$ cat config.mk
export PLATFORM = sky130hd
export DESIGN_NAME = page_remap_cache
export DESIGN_NICKNAME = d
export VERILOG_FILES = /design/src/rtl/remap_pkg.sv /design/src/rtl/remap_ctrl.sv /design/src/rtl/remap_store.sv /design/src/rtl/page_remap_cache.sv
export SDC_FILE = /design/constraint.sdc
export NUM_CORES = 1
export LEC_CHECK = 0
export BUFFER_PORTS_ARGS = -buffer_cell sky130_fd_sc_hd__buf_2
export CAP_MARGIN = 20
export CORE_MARGIN = 10
export CORE_UTILIZATION = 25
export CTS_BUF_LIST = sky130_fd_sc_hd__clkbuf_2
export DETAILED_ROUTE_END_ITERATION = 8
export PLACE_DENSITY_LB_ADDON = 0.05
export SYNTH_ARGS = -nofsm -noshare
export SYNTH_HDL_FRONTEND = slang
export SYNTH_HIERARCHICAL = 1
export SYNTH_SLANG_ARGS = --single-unit
$ cat constraint.sdc
create_clock -name clk -period 6.7 [get_ports clk]
set_input_delay 0.67 -clock clk [delete_from_list [all_inputs] [get_ports clk]]
set_output_delay 0.67 -clock clk [all_outputs]
set_load 0.01 [all_outputs]
$ cat src/rtl/remap_pkg.sv
package remap_pkg;
  // strobes from control to datapath, one set per clock
  typedef struct packed {
    logic lookEn;
    logic lookHit;
    logic lookWay;
    logic lookFromSlow;
    logic instEn;
    logic instWay;
    logic doneEn;
    logic doneWay;
  } strobeT;
endpackage

$ cat src/rtl/remap_ctrl.sv
module remap_ctrl
  import remap_pkg::*;
#(
  parameter int PAGE_W   = 16,
  parameter int SET_BITS = 2
) (
  input  logic                                   clk,
  input  logic                                   rstN,
  input  logic                                   lookupValid,
  input  logic [PAGE_W-1:0]                      lookupPage,
  input  logic                                   installValid,
  input  logic [PAGE_W-1:0]                      installSlow,
  input  logic                                   doneValid,
  input  logic [PAGE_W-1:0]                      doneSlow,
  input  logic [PAGE_W-1:0]                      doneFast,
  input  logic [(1<<SET_BITS)-1:0][1:0]          validArr,
  input  logic [(1<<SET_BITS)-1:0][1:0][PAGE_W-1:0] slowArr,
  input  logic [(1<<SET_BITS)-1:0][1:0][PAGE_W-1:0] fastArr,
  input  logic [(1<<SET_BITS)-1:0]               lruArr,
  output strobeT                                 strobe
);
  localparam int SETS = 1 << SET_BITS;

  logic [SET_BITS-1:0] lkSet, inSet, dnSet;
  logic [1:0] lkSlowHit, lkFastHit, inMatch, dnMatch, lkAny;

  assign lkSet = lookupPage[SET_BITS-1:0];
  assign inSet = installSlow[SET_BITS-1:0];
  assign dnSet = doneSlow[SET_BITS-1:0];

  for (genvar w = 0; w < 2; w++) begin : g_way
    assign lkSlowHit[w] = validArr[lkSet][w] && (slowArr[lkSet][w] == lookupPage);
    assign lkFastHit[w] = validArr[lkSet][w] && (fastArr[lkSet][w] == lookupPage);
    assign inMatch[w]   = validArr[inSet][w] && (slowArr[inSet][w] == installSlow);
    assign dnMatch[w]   = validArr[dnSet][w] && (slowArr[dnSet][w] == doneSlow)
                          && (fastArr[dnSet][w] == doneFast);
  end

  assign lkAny = lkSlowHit | lkFastHit;

  always_comb begin
    strobe              = '0;
    strobe.lookEn       = lookupValid;
    strobe.lookHit      = lookupValid && (|lkAny);
    strobe.lookWay      = !lkAny[0];
    strobe.lookFromSlow = lkSlowHit[strobe.lookWay];
    strobe.instEn       = installValid;
    if (inMatch[0])                strobe.instWay = 1'b0;
    else if (inMatch[1])           strobe.instWay = 1'b1;
    else if (!validArr[inSet][0])  strobe.instWay = 1'b0;
    else if (!validArr[inSet][1])  strobe.instWay = 1'b1;
    else                           strobe.instWay = lruArr[inSet];
    strobe.doneEn       = doneValid && (|dnMatch);
    strobe.doneWay      = !dnMatch[0];
  end

  // a set never carries the same slow page twice
  for (genvar s = 0; s < SETS; s++) begin : g_chk
    assert_unique_slow_R9: assert property (@(posedge clk) disable iff (!rstN)
      !(validArr[s][0] && validArr[s][1] && (slowArr[s][0] == slowArr[s][1])));
  end
endmodule

$ cat src/rtl/remap_store.sv
module remap_store
  import remap_pkg::*;
#(
  parameter int PAGE_W   = 16,
  parameter int SET_BITS = 2
) (
  input  logic                                    clk,
  input  logic                                    rstN,
  input  strobeT                                  strobe,
  input  logic [PAGE_W-1:0]                       lookupPage,
  input  logic [PAGE_W-1:0]                       installSlow,
  input  logic [PAGE_W-1:0]                       installFast,
  input  logic [PAGE_W-1:0]                       doneSlow,
  output logic [(1<<SET_BITS)-1:0][1:0]           validArr,
  output logic [(1<<SET_BITS)-1:0][1:0][PAGE_W-1:0] slowArr,
  output logic [(1<<SET_BITS)-1:0][1:0][PAGE_W-1:0] fastArr,
  output logic [(1<<SET_BITS)-1:0]                lruArr,
  output logic                                    resultValid,
  output logic [PAGE_W-1:0]                       resultPage,
  output logic                                    resultHit,
  output logic                                    resultHold
);
  localparam int SETS = 1 << SET_BITS;

  logic [SETS-1:0][1:0] busyArr;
  logic [SET_BITS-1:0] lkSet, inSet, dnSet;
  logic [PAGE_W-1:0] partner;

  assign lkSet = lookupPage[SET_BITS-1:0];
  assign inSet = installSlow[SET_BITS-1:0];
  assign dnSet = doneSlow[SET_BITS-1:0];
  assign partner = strobe.lookFromSlow ? fastArr[lkSet][strobe.lookWay]
                                       : slowArr[lkSet][strobe.lookWay];

  always_ff @(posedge clk) begin
    if (!rstN) begin
      validArr    <= '0;
      slowArr     <= '0;
      fastArr     <= '0;
      busyArr     <= '0;
      lruArr      <= '0;
      resultValid <= 1'b0;
      resultPage  <= '0;
      resultHit   <= 1'b0;
      resultHold  <= 1'b0;
    end else begin
      resultValid <= strobe.lookEn;
      if (strobe.lookEn) begin
        resultHit  <= strobe.lookHit;
        resultHold <= strobe.lookHit && busyArr[lkSet][strobe.lookWay];
        resultPage <= strobe.lookHit ? partner : lookupPage;
      end
      if (strobe.lookHit) lruArr[lkSet] <= ~strobe.lookWay;
      if (strobe.doneEn) busyArr[dnSet][strobe.doneWay] <= 1'b0;
      if (strobe.instEn) begin
        validArr[inSet][strobe.instWay] <= 1'b1;
        slowArr[inSet][strobe.instWay]  <= installSlow;
        fastArr[inSet][strobe.instWay]  <= installFast;
        busyArr[inSet][strobe.instWay]  <= 1'b1;
        lruArr[inSet]                   <= ~strobe.instWay;
      end
    end
  end

  assert_hold_needs_hit_R5: assert property (@(posedge clk) disable iff (!rstN)
    resultHold |-> resultHit);
  assert_install_busy_R5: assert property (@(posedge clk) disable iff (!rstN)
    strobe.instEn |=> busyArr[$past(inSet)][$past(strobe.instWay)]);
  assert_one_cycle_R7: assert property (@(posedge clk) disable iff (!rstN)
    strobe.lookEn |=> resultValid);
  assert_no_stray_valid_R7: assert property (@(posedge clk) disable iff (!rstN)
    !strobe.lookEn |=> !resultValid);
  assert_miss_passthrough_R4: assert property (@(posedge clk) disable iff (!rstN)
    (strobe.lookEn && !strobe.lookHit) |=> (resultPage == $past(lookupPage)) && !resultHold);
  assert_lru_flip_R8: assert property (@(posedge clk) disable iff (!rstN)
    (strobe.lookHit && !strobe.instEn) |=> (lruArr[$past(lkSet)] != $past(strobe.lookWay)));
endmodule

$ cat src/rtl/page_remap_cache.sv
module page_remap_cache
  import remap_pkg::*;
#(
  parameter int PAGE_W   = 16,
  parameter int SET_BITS = 2
) (
  input  logic              clk,
  input  logic              rstN,
  input  logic              lookupValid,
  input  logic [PAGE_W-1:0] lookupPage,
  input  logic              installValid,
  input  logic [PAGE_W-1:0] installSlow,
  input  logic [PAGE_W-1:0] installFast,
  input  logic              doneValid,
  input  logic [PAGE_W-1:0] doneSlow,
  input  logic [PAGE_W-1:0] doneFast,
  output logic              resultValid,
  output logic [PAGE_W-1:0] resultPage,
  output logic              resultHit,
  output logic              resultHold
);
  localparam int SETS = 1 << SET_BITS;

  strobeT strobe;
  logic [SETS-1:0][1:0]             validArr;
  logic [SETS-1:0][1:0][PAGE_W-1:0] slowArr;
  logic [SETS-1:0][1:0][PAGE_W-1:0] fastArr;
  logic [SETS-1:0]                  lruArr;

  remap_ctrl #(.PAGE_W(PAGE_W), .SET_BITS(SET_BITS)) uCtrl (
    .clk(clk), .rstN(rstN),
    .lookupValid(lookupValid), .lookupPage(lookupPage),
    .installValid(installValid), .installSlow(installSlow),
    .doneValid(doneValid), .doneSlow(doneSlow), .doneFast(doneFast),
    .validArr(validArr), .slowArr(slowArr), .fastArr(fastArr), .lruArr(lruArr),
    .strobe(strobe)
  );

  remap_store #(.PAGE_W(PAGE_W), .SET_BITS(SET_BITS)) uStore (
    .clk(clk), .rstN(rstN), .strobe(strobe),
    .lookupPage(lookupPage), .installSlow(installSlow), .installFast(installFast),
    .doneSlow(doneSlow),
    .validArr(validArr), .slowArr(slowArr), .fastArr(fastArr), .lruArr(lruArr),
    .resultValid(resultValid), .resultPage(resultPage),
    .resultHit(resultHit), .resultHold(resultHold)
  );
endmodule

[After elaboration in Yosys (flattened, before gate mapping)]
Cells that the tools add are included.
Cells by class
  reductions and logical operators: 22
  bitwise gates (word level): 6
  muxes and demuxes: 60
  eq/ne operators: 10
  $lt $le $gt $ge: 11
Operators by type and width (count)
  binary-select mux 32 bit (select 2 bit): 5
  bitwise mux 128 bit: 2
  two-way mux 32 bit: 6
  == test 16 bit: 10
  two-way mux 16 bit: 7
  demux 32 bit (select 2 bit): 1
  two-way mux 8 bit: 3
  logical AND 1 bit: 18
  binary-select mux 2 bit (select 2 bit): 4
  demux 16 bit (select 1 bit): 1
  OR 8 bit: 2
  two-way mux 1 bit: 13
  two-way mux 2 bit: 6
  two-way mux 4 bit: 3
  less-than comparator 2 x 3 -> 1 bit (second input constant): 3
  bitwise AND 8 bit: 1
  bitwise mux 4 bit: 2
  demux 2 bit (select 2 bit): 2
  NOT 8 bit: 1
  >= comparator 2 x 1 -> 1 bit (second input constant): 3
  less-than comparator 1 x 2 -> 1 bit (second input constant): 3
  demux 1 bit (select 2 bit): 2
  OR reduction 2 bit: 2
  binary-select mux 1 bit (select 2 bit): 1
  5 further kinds: 8
Storage, ports and cells
  bits of input ports: 85
  word-level logic and storage cells: 138
  flip-flop bits (word level): 295
  output and inout bits: 19

[Longest topological paths before layout]
Gate-level depths: netlist (run 1).
  depth in word-level cells: 18
  gate-level depth with buffers: 17
  gate-level depth less buffers: 11

[Cells and area by module]
Netlist (run 1), hierarchy kept.
By module, submodules not included
  remap_store: area an instance 13295.3 sq um, cells each 1459, times used 1
  remap_ctrl: area an instance 5944.5 sq um, cells each 546, times used 1

[Worst setup path before layout (run 1)]
Ideal clock, no wire load.
  path kind: input to register
  from: input installSlow[0]
  to: register, netlist name uStore/slowArr[49]
  data required time: 6.585 ns
  arrival time: 3.344 ns
  library setup time: 0.115 ns
  path slack: 3.240 ns
  stages: 14
  cells stage by stage: buf_6 -> buf_2 -> mux4_2 -> xnor2_1 -> nand4_1 -> nor4_1 -> a21oi_1 -> a21oi_1 -> buf_4 -> inv_2 -> or3_1 -> clkbuf_1 -> buf_2 -> and3_1
RTL lines
  start: declaration: line page_remap_cache.sv:12  | input logic [PAGE_W-1:0] installSlow,

==> results_dict.tcl, run 1 <==
set metrics [dict create \
    hold_class "in2reg" \
    overflow 0 \
    worstSkewPairLatency_ns 1.15 \
    reg2reg_slack_ns 2.34 \
    crit_path_end_kind "register" \
    syn_inst 2005 \
    postCtsSetupBuffers 0 \
    path_cells "mux4_2 > xor2_1 > nor4_1 > nand4_1 > nor4_1 > a21oi_1 > a21oi_1 > buf_4 > inv_2 > nand2_2 > nand2_1 > a21boi_1 > dlygate4sd3_1" \
    syn_area_mm2 0.0192 \
    power.density_mw_per_mm2 184 \
    die_h_um 297 \
    cp_data_arrival_time_ns 5.46 \
    regToRegStartpoint "uStore/slowArr[95]$_SDFFE_PN0P_" \
    clk_path_buf_depth 3 \
    crit_family "simple AND/OR/NAND/NOR gates" \
    yosysSeqAreaShare_pct 30.7 \
    gp_congestion 0.897 \
    drt_iter0_drc 1443 \
    final-hold-violation-count 0 \
    dieWidth_um 297 \
    grt_pass1_wl_mm 137 \
    grt_max_degree 165 \
    ff_latch_area_mm2 0.00591 \
    gr-usage-met2_pct 35.2 \
    dp_slack_ns 1.32 \
    synth_flop_cell "dfxtp_1" \
    dp_hpwl_mm 68.6 \
    core_area_mm2 0.0761 \
    syn_avg_cell_area_um2 9.60 \
    ys_ff_latch 295 \
    wire_per_inst_um 30.6 \
    cp-start-kind "register" \
    synth_edf_count 0 \
    yosys_warnings 6 \
    root_buffer "clkbuf_2" \
    multiInputGateArea_mm2 0.0121 \
    met1_usage_pct 28.2 \
    viasPerCell 5.29 \
    slew_headroom_pct 23.8 \
    layout-drive-gt1-share_pct 22.6 \
    route.detailed.drc 0 \
    async_reset_ff_share_pct 0 \
    antenna_found_initial 4 \
    critical_path.slowest_cell "nand2_2" \
    path_class "reg2reg" \
    portBuffers 103 \
    grt_busiest_layer "met2" \
    max_cap_violations 0 \
    clock_skew_ns 0.0746 \
    crit_start "uStore/slowArr[95]$_SDFFE_PN0P_" \
    setup_viol 0 \
    ir_drop_v 0.0000761 \
    critPathMaxFanout 27 \
    fillers 8185 \
    vias 16874 \
    dr.pass1.iters 5 \
    layout_setup_ws_ns 2.34 \
    areaGrowthSynthToFinish_pct 12.7 \
    layout_min_cycle_time_ns 4.36 \
    tns_ns 0 \
    grt_setup_unrepaired "no" \
    clkTransAtPathRegs_ns 0.10 \
    fmax_mhz 229 \
    reg2reg_depth 13 \
    synth_nets 2090 \
    required_ns 7.80 \
    met3_usage_pct 3.79 \
    rr_endpoint "uStore/fastArr[1]$_SDFFE_PN0P_" \
    worstSetupPathDepth 13 \
    cts_buffers 94 \
    finalWirelength_mm 97.6 \
    dieArea_mm2 0.0885 \
    ioPinCount 104 \
    max_slew.worst_pin.slew_ns 1.14 \
    start_util_pct 25.3 \
    crit_path_max_incr_delay_ns 0.80 \
    nets 2181 \
    grt_pass1_vias 16951 \
    row_count 101 \
    status "complete, no violations" \
    period_share_pct 65.1 \
    cts_sinks 295 \
    maxSlewViolCount 0 \
    crit_end "uStore/fastArr[1]$_SDFFE_PN0P_" \
    cts-resized-gates 0 \
    leakagePower_uw 0.00759 \
    grt_use_total_pct 21.4 \
    cts_tree "yes" \
    cts.htree.levels 3 \
    ys_types 71 \
    cp_num_buf_inv 3 \
    drtAntennaViolNets 0 \
]
[synth_stat cells, drive strengths merged (2+ instances only)]
| library cell | count | share of area [%] |
|---|---|---|
| nand2 | 511 | 10 |
| dfxtp | 295 | 31 |
| a21boi | 249 | 9.7 |
| mux4 | 174 | 21 |
| buf | 137 | 4.8 |
| xnor2 | 85 | 3.9 |
| mux2i | 79 | 4.1 |
| clkbuf | 64 | 1.6 |
| xor2 | 58 | 2.6 |
| o21ai | 35 | 0.91 |
| a21oi | 34 | 0.90 |
| inv | 25 | 0.49 |
| nand4 | 24 | 0.78 |
| a211oi | 21 | 0.82 |
| nor2 | 21 | 0.51 |
| o221ai | 20 | 0.91 |
| o22ai | 20 | 0.78 |
| o21a | 17 | 0.66 |
| a22oi | 16 | 0.65 |
| nor4 | 16 | 0.52 |
| nand3 | 13 | 0.34 |
| nand2b | 10 | 0.33 |
| and3 | 9 | 0.29 |
| nor3 | 7 | 0.23 |
| o2111ai | 7 | 0.32 |
| nor2b | 6 | 0.20 |
| mux2 | 5 | 0.29 |
| a2111oi | 4 | 0.25 |
| a31oi | 4 | 0.13 |
| and2 | 3 | 0.098 |
| nand3b | 3 | 0.12 |
| nor3b | 3 | 0.12 |
| o211ai | 3 | 0.12 |
| or3 | 3 | 0.098 |
| a22o | 2 | 0.091 |
| a32oi | 2 | 0.091 |
| nor4b | 2 | 0.091 |
| o31ai | 2 | 0.078 |
| o32ai | 2 | 0.091 |
| or3b | 2 | 0.10 |
[cell type report]
class | instances | area share (%)
diodes | 1 | 0.0115
clock buffers | 134 | 3.09
clock inverters | 22 | 0.664
inverters | 25 | 0.433
multi-input cells | 1484 | 55.6
flip-flops and latches | 295 | 27.2
well taps | 1030 | 5.94
repair buffers | 196 | 6.97
[cell families after synthesis]
group                  count (synthesis)  share of synthesized area [%]
flip-flops                           295                           30.7
multiplexers                         258                           25.0
buffers and inverters                226                           6.91
AO/OA/AOI/OAI                        448                           17.0
AND/OR/NAND/NOR                      635                           13.9
XOR/XNOR                             143                           6.51
[per-layer routing]
| layer | up-vias | share of wire [%] |
|---|---|---|
| met5 | - | 0 |
| met4 | 0 | 2.7 |
| met3 | 134 | 5.2 |
| met2 | 567 | 47 |
| met1 | 8724 | 45 |
| li1 | 7449 | - |
[layout by cell type (no fill, tap or decap), types with 15 or more instances in the layout]
master         instances
a211oi_1              21
a21boi_0             177
a21boi_1              72
a21oi_1               33
a22oi_1               15
buf_2                 98
buf_4                 37
clkbuf_2             134
clkinv_1              17
dfxtp_1              295
dlygate4sd3_1         46
inv_1                 22
mux2i_1               79
mux4_2               162
nand2_1              509
nand4_1               24
nor2_1                15
nor4_1                16
o21a_1                17
o21ai_0               33
o221ai_1              20
o22ai_1               16
xnor2_1               85
xor2_1                58
[timing repair]
item | in CTS | in global routing
setup endpoints to repair | 0 | 0
hold endpoints to repair | 276 | 0
hold buffers | 46 | 0
[worst reg2reg max path, delay by kind of cell (launching register included)]
family          cells  cell delay [ns]
buf+inv             3             0.99
flops               1             0.38
simple gates        5             1.74
xor+xnor            1             0.20
mux                 1             0.50
compound gates      3             0.51
[through the flow]
step / instance area [µm²] / total power [µW] / hold WS (ns) / cells / util, %
global placement: 20400 / 2510 / 0.467 / 2983 / 26.8
detailed placement: 20400 / 2510 / 0.473 / 2983 / 26.8
floorplan: 19200 / 2250 / 0.449 / 2005 / -
finish: 21700 / 3990 / 0.153 / 3187 / 28.5
global route: 21700 / 4200 / 0.121 / 3187 / 28.5
CTS: 21700 / 4090 / 0.0145 / 3185 / 28.5
[report_power, final]
part           internal [µW]  total [µW]  switching [µW]
clock                    607        1500             891
combinational            236         638             402
sequential              1800        1860            58.8
total                   2640        3990            1350
[sequential cells by signal, indices dropped and copies added, names as in the netlist]
name,count
uStore/busyArr,8
uStore/fastArr,128
uStore/lruArr,4
uStore/resultHit,1
uStore/resultHold,1
uStore/resultPage,16
uStore/resultValid,1
uStore/slowArr,128
uStore/validArr,8
[worst min path at each step]
stage / startpoint / end / slack [ns] / depth (start not counted)
final: installValid / uStore/lruArr[0]$_SDFF_PN0_ / 0.15 / 3
after global routing: installValid / uStore/lruArr[0]$_SDFF_PN0_ / 0.12 / 3
after CTS: installValid / uStore/lruArr[0]$_SDFF_PN0_ / 0.01 / 3
after detailed placement: uStore/busyArr[1]$_SDFF_PN0_ / uStore/busyArr[1]$_SDFF_PN0_ / 0.47 / 2
after global placement: uStore/busyArr[1]$_SDFF_PN0_ / uStore/busyArr[1]$_SDFF_PN0_ / 0.47 / 2
after floorplan: uStore/slowArr[81]$_SDFFE_PN0P_ / uStore/slowArr[81]$_SDFFE_PN0P_ / 0.45 / 1
Power figures use the tool's default switching activity.
==> run 2: changes to the inputs <==
--- a/config.mk
+++ b/config.mk
@@ -5,6 +5,7 @@
 export SDC_FILE = /design/constraint.sdc
 export NUM_CORES = 1
 export LEC_CHECK = 0
+export ABC_AREA = 1
 export BUFFER_PORTS_ARGS = -buffer_cell sky130_fd_sc_hd__buf_2
 export CAP_MARGIN = 20
 export CORE_MARGIN = 10
==> constraint.sdc (replaced) <==
create_clock -name clk -period 4.24 [get_ports clk]
set_input_delay 0.424 -clock clk [delete_from_list [all_inputs] [get_ports clk]]
set_output_delay 0.424 -clock clk [all_outputs]
set_load 0.01 [all_outputs]
==> run 2 against run 1 <==
Clock-buffer cell count fell by 10. Non-clock buffer count rose by 64. Global-route usage rose by 3.3 points. Clock skew rose by 0.058 ns. Sequential share of layout area fell by 2.5 points. Utilization rose by 0.61 points. Sequential cell count did not move. Largest cell class unchanged.
==> results_dict.tcl, run 2 <==
set metrics [dict create \
    yosys_warnings 6 \
    reg_top3 "uStore/fastArr x128, uStore/slowArr x128, uStore/resultPage x16" \
    ioPinCount 104 \
    max_slew.worst_pin.slew_ns 0.885 \
    ys_types 33 \
    antenna_found_initial 10 \
    yosys-mux-area-fraction_pct 0 \
    ir_drop_v 0.000135 \
    hold_class "in2reg" \
    fmax_mhz 282 \
    cts_buffers 92 \
    synth_xor_xnor_area_share_pct 1.78 \
    period_share_pct 83.8 \
    grt_pass1_vias 23288 \
    synth_top_cell_area_share_pct 28.6 \
    crit_end "uStore/fastArr[45]$_SDFFE_PN0P_" \
    cp_common_cell "nand2_1" \
    yosysMostFrequentCell "nand2_1" \
    leakagePower_uw 0.0102 \
    crit_family "simple AND/OR/NAND/NOR gates" \
    cts_tree "yes" \
    yosys.area_share.simple_pct 47.4 \
    root_buffer "clkbuf_2" \
    max_cap_violations 0 \
    dpl.cell_count 4713 \
    finalWirelength_mm 120 \
    start_util_pct 25.2 \
    clkTransAtPathRegs_ns 0.10 \
    crit_start "uStore/slowArr[34]$_SDFFE_PN0P_" \
    layout-drive-gt1-share_pct 9.40 \
    dr.pass1.iters 6 \
    grt_use_total_pct 24.8 \
    synth_flop_cell "dfxtp_1" \
    areaGrowthSynthToFinish_pct 15.5 \
    yosysSeqAreaShare_pct 28.6 \
    viasPerCell 4.99 \
    reg2reg_depth 16 \
    drtAntennaViolNets 0 \
    path_class "reg2reg" \
    instances_no_fill 4940 \
    ys_ff_latch 295 \
    critPathMaxFanout 21 \
    rr_endpoint "uStore/fastArr[45]$_SDFFE_PN0P_" \
    vias 24652 \
    dp_hpwl_mm 82.7 \
    cts_sinks 295 \
    overflow 0 \
    reg2reg_slack_ns 0.69 \
    core_area_mm2 0.0820 \
    tns_ns 0 \
    layout_setup_ws_ns 0.688 \
    grt_setup_unrepaired "no" \
    crit_path_max_incr_delay_ns 0.70 \
    syn_inst 3692 \
    regToRegStartpoint "uStore/slowArr[34]$_SDFFE_PN0P_" \
    slew_headroom_pct 40.9 \
    worstSetupPathDepth 16 \
    synth_largest_area_cell "dfxtp_1" \
    grt_pass1_wl_mm 173 \
    route.detailed.drc 0 \
    cp_num_buf_inv 4 \
    synth_nets 3777 \
    synth_fa_ha_area_share_pct 0 \
    final_cell_mix "1447 x nand2_1, 506 x nand3_1, 425 x nor2_1" \
    dieWidth_um 308 \
    cts.htree.levels 3 \
    power.density_mw_per_mm2 296 \
    portBuffers 103 \
    path_cells "nand2_1 > nand3_1 > nand2_1 > xor2_1 > nand2_1 > nor3_1 > nand2_1 > nor2_1 > a21oi_1 > buf_4 > nor2_4 > inv_2 > buf_12 > nor2_1 > nor2_1 > dlygate4sd3_1" \
    nets 3885 \
    final-hold-violation-count 0 \
    syn_avg_cell_area_um2 5.60 \
    synth-compound-area-share_pct 12.3 \
    setup_viol 0 \
    clock_skew_ns 0.133 \
    grt_max_degree 79 \
    gp_congestion 0.861 \
    async_reset_ff_share_pct 0 \
    critical_path.slowest_cell "nor2_4" \
    fillers 9551 \
    synth_common_cells "1447 x nand2_1, 508 x nand3_1, 426 x nor2_1" \
    synth_top_cells_by_area "dfxtp_1 29%, nand2_1 26%, nand3_1 12%, nor2_1 7.7%, o21ai_0 6.6%" \
    clk_path_buf_depth 3 \
    synth_edf_count 0 \
    cp_data_arrival_time_ns 4.67 \
    syn_area_mm2 0.0207 \
    dieArea_mm2 0.0946 \
    synth_top_family_by_area "simple AND/OR/NAND/NOR gates" \
    dp_slack_ns 0.692 \
    layout_min_cycle_time_ns 3.55 \
    crit_path_end_kind "register" \
    drt_iter0_drc 2344 \
    final_common_cell "nand2_1" \
    required_ns 5.36 \
    row_count 105 \
    die_h_um 308 \
    cp-start-kind "register" \
    worstSkewPairLatency_ns 1.23 \
    maxSlewViolCount 0 \
    wire_per_inst_um 24.3 \
    status "complete, no violations" \
]
## run 2: logic make-up after synthesis
| family | count (synthesis) |
|---|---|
| AO/OA/AOI/OAI | 500 |
| XOR/XNOR | 42 |
| buffers and inverters | 444 |
| flip-flops | 295 |
| AND/OR/NAND/NOR | 2411 |
## run 2: routing by layer
metal,share of wire (%),wire (µm),global-route usage [%]
met1,47,56800,34.7
met2,43,52200,38.6
met3,6.5,7850,4.42
met4,2.6,3170,6.55
met5,0.011,13,0
## run 2: power by group
part | internal, µW | switching [µW]
logic | 459 | 1110
clock network | 974 | 1490
registers | 2880 | 149
total | 4310 | 2750
## run 2: how the worst min path moves through the flow
stage,end,slack [ns],start,depth (start not counted)
finish,uStore/fastArr[118]$_SDFFE_PN0P_,0.12,installFast[6],4
global placement,uStore/slowArr[33]$_SDFFE_PN0P_,0.44,uStore/slowArr[33]$_SDFFE_PN0P_,2
floorplan,uStore/slowArr[33]$_SDFFE_PN0P_,0.43,uStore/slowArr[33]$_SDFFE_PN0P_,2
CTS,uStore/fastArr[38]$_SDFFE_PN0P_,0.002,installFast[6],4
global route,uStore/fastArr[86]$_SDFFE_PN0P_,0.02,installFast[6],4
detailed placement,uStore/slowArr[33]$_SDFFE_PN0P_,0.45,uStore/slowArr[33]$_SDFFE_PN0P_,2
## run 2: worst register-to-register path: cells and delay by family (launching register included)
family | cells | cell delay [ns]
AOI/OAI and AO/OA | 1 | 0.06
xor gates and xnor gates | 1 | 0.16
buffers and inverters | 4 | 1.09
DFF | 1 | 0.48
and+or+nand+nor | 10 | 1.72
## run 2: final cells by class
type / instances / area (µm²) / share of cell area, %
Timing Repair Buffer: 260 / 2290 / 9.59
Antenna cell: 8 / 20.0 / 0.0839
Clock inverter: 32 / 206 / 0.865
Inverter: 198 / 751 / 3.15
Sequential cell: 295 / 5910 / 24.7
Multi-Input combinational cell: 2953 / 12700 / 53.4
Clock buffer: 124 / 621 / 2.60
Tap cell: 1070 / 1340 / 5.61
## run 2: stage by stage
| step | instance area, µm² | power (µW) | hold slack, ns | util [%] |
|---|---|---|---|---|
| after detailed placement | 22400 | 4600 | 0.448 | 27.3 |
| final | 23900 | 7070 | 0.116 | 29.1 |
| after global routing | 23900 | 7460 | 0.0230 | 29.1 |
| after global placement | 22400 | 4610 | 0.444 | 27.3 |
| after floorplan | 20700 | 3880 | 0.428 | - |
| after CTS | 23800 | 7160 | 0.00212 | 29.1 |
## run 2: repair_timing
item / CTS / global route
hold buffers: 63 / 0
buffers inserted: 0 / 0
endpoints found under the hold margin: 286 / 0
resized for setup: 0 / 0
==> run 3: changes to the inputs <==
==> constraint.sdc (replaced) <==
create_clock -name clk -period 3.05 [get_ports clk]
set_input_delay 0.305 -clock clk [delete_from_list [all_inputs] [get_ports clk]]
set_output_delay 0.305 -clock clk [all_outputs]
set_load 0.01 [all_outputs]
==> run 3 against run 2 <==
Setup slack got worse by 0.59 ns. Non-clock buffer count increased by 215. Sequential cell count unchanged. Wire length increased by 3.1%. Utilization increased by 2.6 points. Critical endpoint is now uStore/busyArr[2]$_SDFF_PN0_.
==> results_dict.tcl, run 3 (synthesized netlist as in run 2, its figures left out) <==
set metrics [dict create \
    grt_setup_unrepaired "no" \
    maxSlewViolCount 0 \
    cts_sinks 295 \
    gp_congestion 0.877 \
    power_uw 10100 \
    layout-drive-gt1-share_pct 14.4 \
    critical_path.slowest_cell "dlygate4sd3_1" \
    layout_min_cycle_time_ns 2.95 \
    path_cells "dlygate4sd3_1 > buf_4 > inv_2 > buf_12 > nand3_1 > nand3_2 > nand2_1 > nor2_1 > nand2_1 > nor2_1 > nand2_1 > nor2_1 > nor2_1 > nor2_1 > nand2_2 > o21ai_0 > dlygate4sd3_1 > a21oi_1" \
    grt_pass1_wl_mm 176 \
    reg_top3 "uStore/fastArr x128, uStore/slowArr x128, uStore/resultPage x16" \
    period_share_pct 96.8 \
    crit_path_end_kind "register" \
    cts_tree "yes" \
    dp_hpwl_mm 88.3 \
    route.detailed.drc 0 \
    grt_use_total_pct 25.3 \
    crit_family "buffers and inverters" \
    final-hold-violation-count 0 \
    ir_drop_v 0.000207 \
    p_switching_uw 3970 \
    start_util_pct 25.2 \
    fmax_mhz 339 \
    root_buffer "clkbuf_2" \
    dieArea_mm2 0.0946 \
    power_frac_comb_pct 24.4 \
    cp-start-kind "input pin" \
    cp_common_cell "nor2_1" \
    internal_power_uw 6130 \
    grt_pass1_vias 23744 \
    p_sw_share_pct 39.3 \
    clkTransAtPathRegs_ns 0.09 \
    power.density_mw_per_mm2 388 \
    status "complete, no violations" \
    final_common_cell "nand2_1" \
    hold_class "in2reg" \
    ioPinCount 104 \
    worstSkewPairLatency_ns 1.20 \
    core_area_mm2 0.0820 \
    cts_buffers 96 \
    die_h_um 308 \
    cts.htree.levels 3 \
    leakagePower_uw 0.0114 \
    max_cap_violations 0 \
    drt_iter0_drc 2618 \
    fillers 9391 \
    overflow 0 \
    finalWirelength_mm 124 \
    drtAntennaViolNets 0 \
    max_slew.worst_pin.slew_ns 0.664 \
    final_cell_mix "1441 x nand2_1, 502 x nand3_1, 422 x nor2_1" \
    cp_data_arrival_time_ns 3.99 \
    row_count 105 \
    areaGrowthSynthToFinish_pct 25.8 \
    portBuffers 103 \
    clock_skew_ns 0.0896 \
    holdWs_ns 0.136 \
    setup_viol 0 \
    nets 4104 \
    cp_num_buf_inv 5 \
    path_class "in2reg" \
    critPathMaxFanout 27 \
    required_ns 4.09 \
    tns_ns 0 \
    grt_max_degree 82 \
    power_frac_clock_pct 34.0 \
    wire_per_inst_um 24.0 \
    clk_path_buf_depth 3 \
    vias 25606 \
    slew_headroom_pct 55.8 \
    antenna_found_initial 7 \
    seq_power_share_pct 41.6 \
    crit_path_max_incr_delay_ns 0.56 \
    dieWidth_um 308 \
    dr.pass1.iters 7 \
    viasPerCell 4.97 \
]
==> run 3: changes by cell type in the layout (fill, tap and decap cells not counted), moves of 4 or more <==
| cell | change |
|---|---|
| dfxtp_1 | -11 |
| clkbuf_2 | +14 |
| nand3_1 | -4 |
| buf_4 | +154 |
| nand2_2 | +6 |
| dlygate4sd3_1 | +29 |
| diode_2 | -5 |
| clkinv_1 | -10 |
| buf_12 | +30 |
| nand2_1 | -6 |
| dfxtp_2 | +11 |
==> run 3: final cells by class <==
| type | count | area (µm²) | area share, % |
|---|---|---|---|
| Timing Repair Buffer | 475 | 4370 | 16.8 |
| Multi-Input combinational cell | 2953 | 12800 | 49.2 |
| Inverter | 198 | 751 | 2.89 |
| Antenna cell | 3 | 7.51 | 0.0289 |
| Clock inverter | 22 | 118 | 0.453 |
| Tap cell | 1070 | 1340 | 5.15 |
| Sequential cell | 295 | 5920 | 22.8 |
| Clock buffer | 138 | 691 | 2.66 |
==> run 3: timing repair <==
| item | CTS | global route |
|---|---|---|
| buffers inserted | 0 | 1 |
| cloned | 0 | 1 |
| hold buffers | 92 | 0 |
| endpoints found under the setup margin | 107 | 112 |
| pin swaps | 0 | 2 |
| hold endpoints to repair | 295 | 0 |
| resized for setup | 2 | 32 |
==> run 3: through the flow <==
stage / utilization [%] / cell area [µm²] / setup slack [ns] / std cells
finish: 31.7 / 26000 / 0.0990 / 5154
CTS: 31.6 / 25900 / 0.0735 / 5149
global placement: 29.5 / 24100 / -0.503 / 4897
floorplan: - / 20700 / 0.596 / 3692
detailed placement: 29.5 / 24100 / -0.442 / 4897
global route: 31.7 / 26000 / 0.0000413 / 5152
==> run 3: worst paths after layout <==
| kind | from | endpoint | slack, ns | depth (start not counted) |
|---|---|---|---|---|
| worst max register to register | uStore/fastArr[50]$_SDFFE_PN0P_ | uStore/busyArr[2]$_SDFF_PN0_ | 0.1 | 15 |
| worst min-delay path | installSlow[9] | uStore/slowArr[105]$_SDFFE_PN0P_ | 0.14 | 4 |
| worst max-delay path | doneSlow[1] | uStore/busyArr[2]$_SDFF_PN0_ | 0.1 | 18 |
| worst min register to register | uStore/slowArr[33]$_SDFFE_PN0P_ | uStore/slowArr[33]$_SDFFE_PN0P_ | 0.45 | 2 |
==> run 3: power by group through the flow <==
stage | sequential [µW] | combinational (µW) | clock (µW)
4_1_cts | 4190 | 2430 | 3580
2_1_floorplan | 4210 | 1190 | 0
3_3_place_gp | 4280 | 2330 | 0
5_1_grt | 4220 | 2660 | 3770
3_5_place_dp | 4280 | 2320 | 0
6_report | 4200 | 2470 | 3430
==> run 3: routing by layer <==
metal,part of all wire (%),up-vias,GRT usage [%],wire length (µm)
met4,2.1,2,6.34,2640
met1,48,12124,36.5,59900
li1,-,12494,-,-
met2,44,852,39.0,53900
met5,0.011,-,0,13
met3,5.9,134,3.16,7300
==> run 3: worst register-to-register path: cells and delay by family (launching register included) <==
family	cells	cell delay (ns)
and+or+nand+nor	12	1.65
buffers and inverters	1	0.56
DFF	1	0.37
AOI/OAI and AO/OA	2	0.21
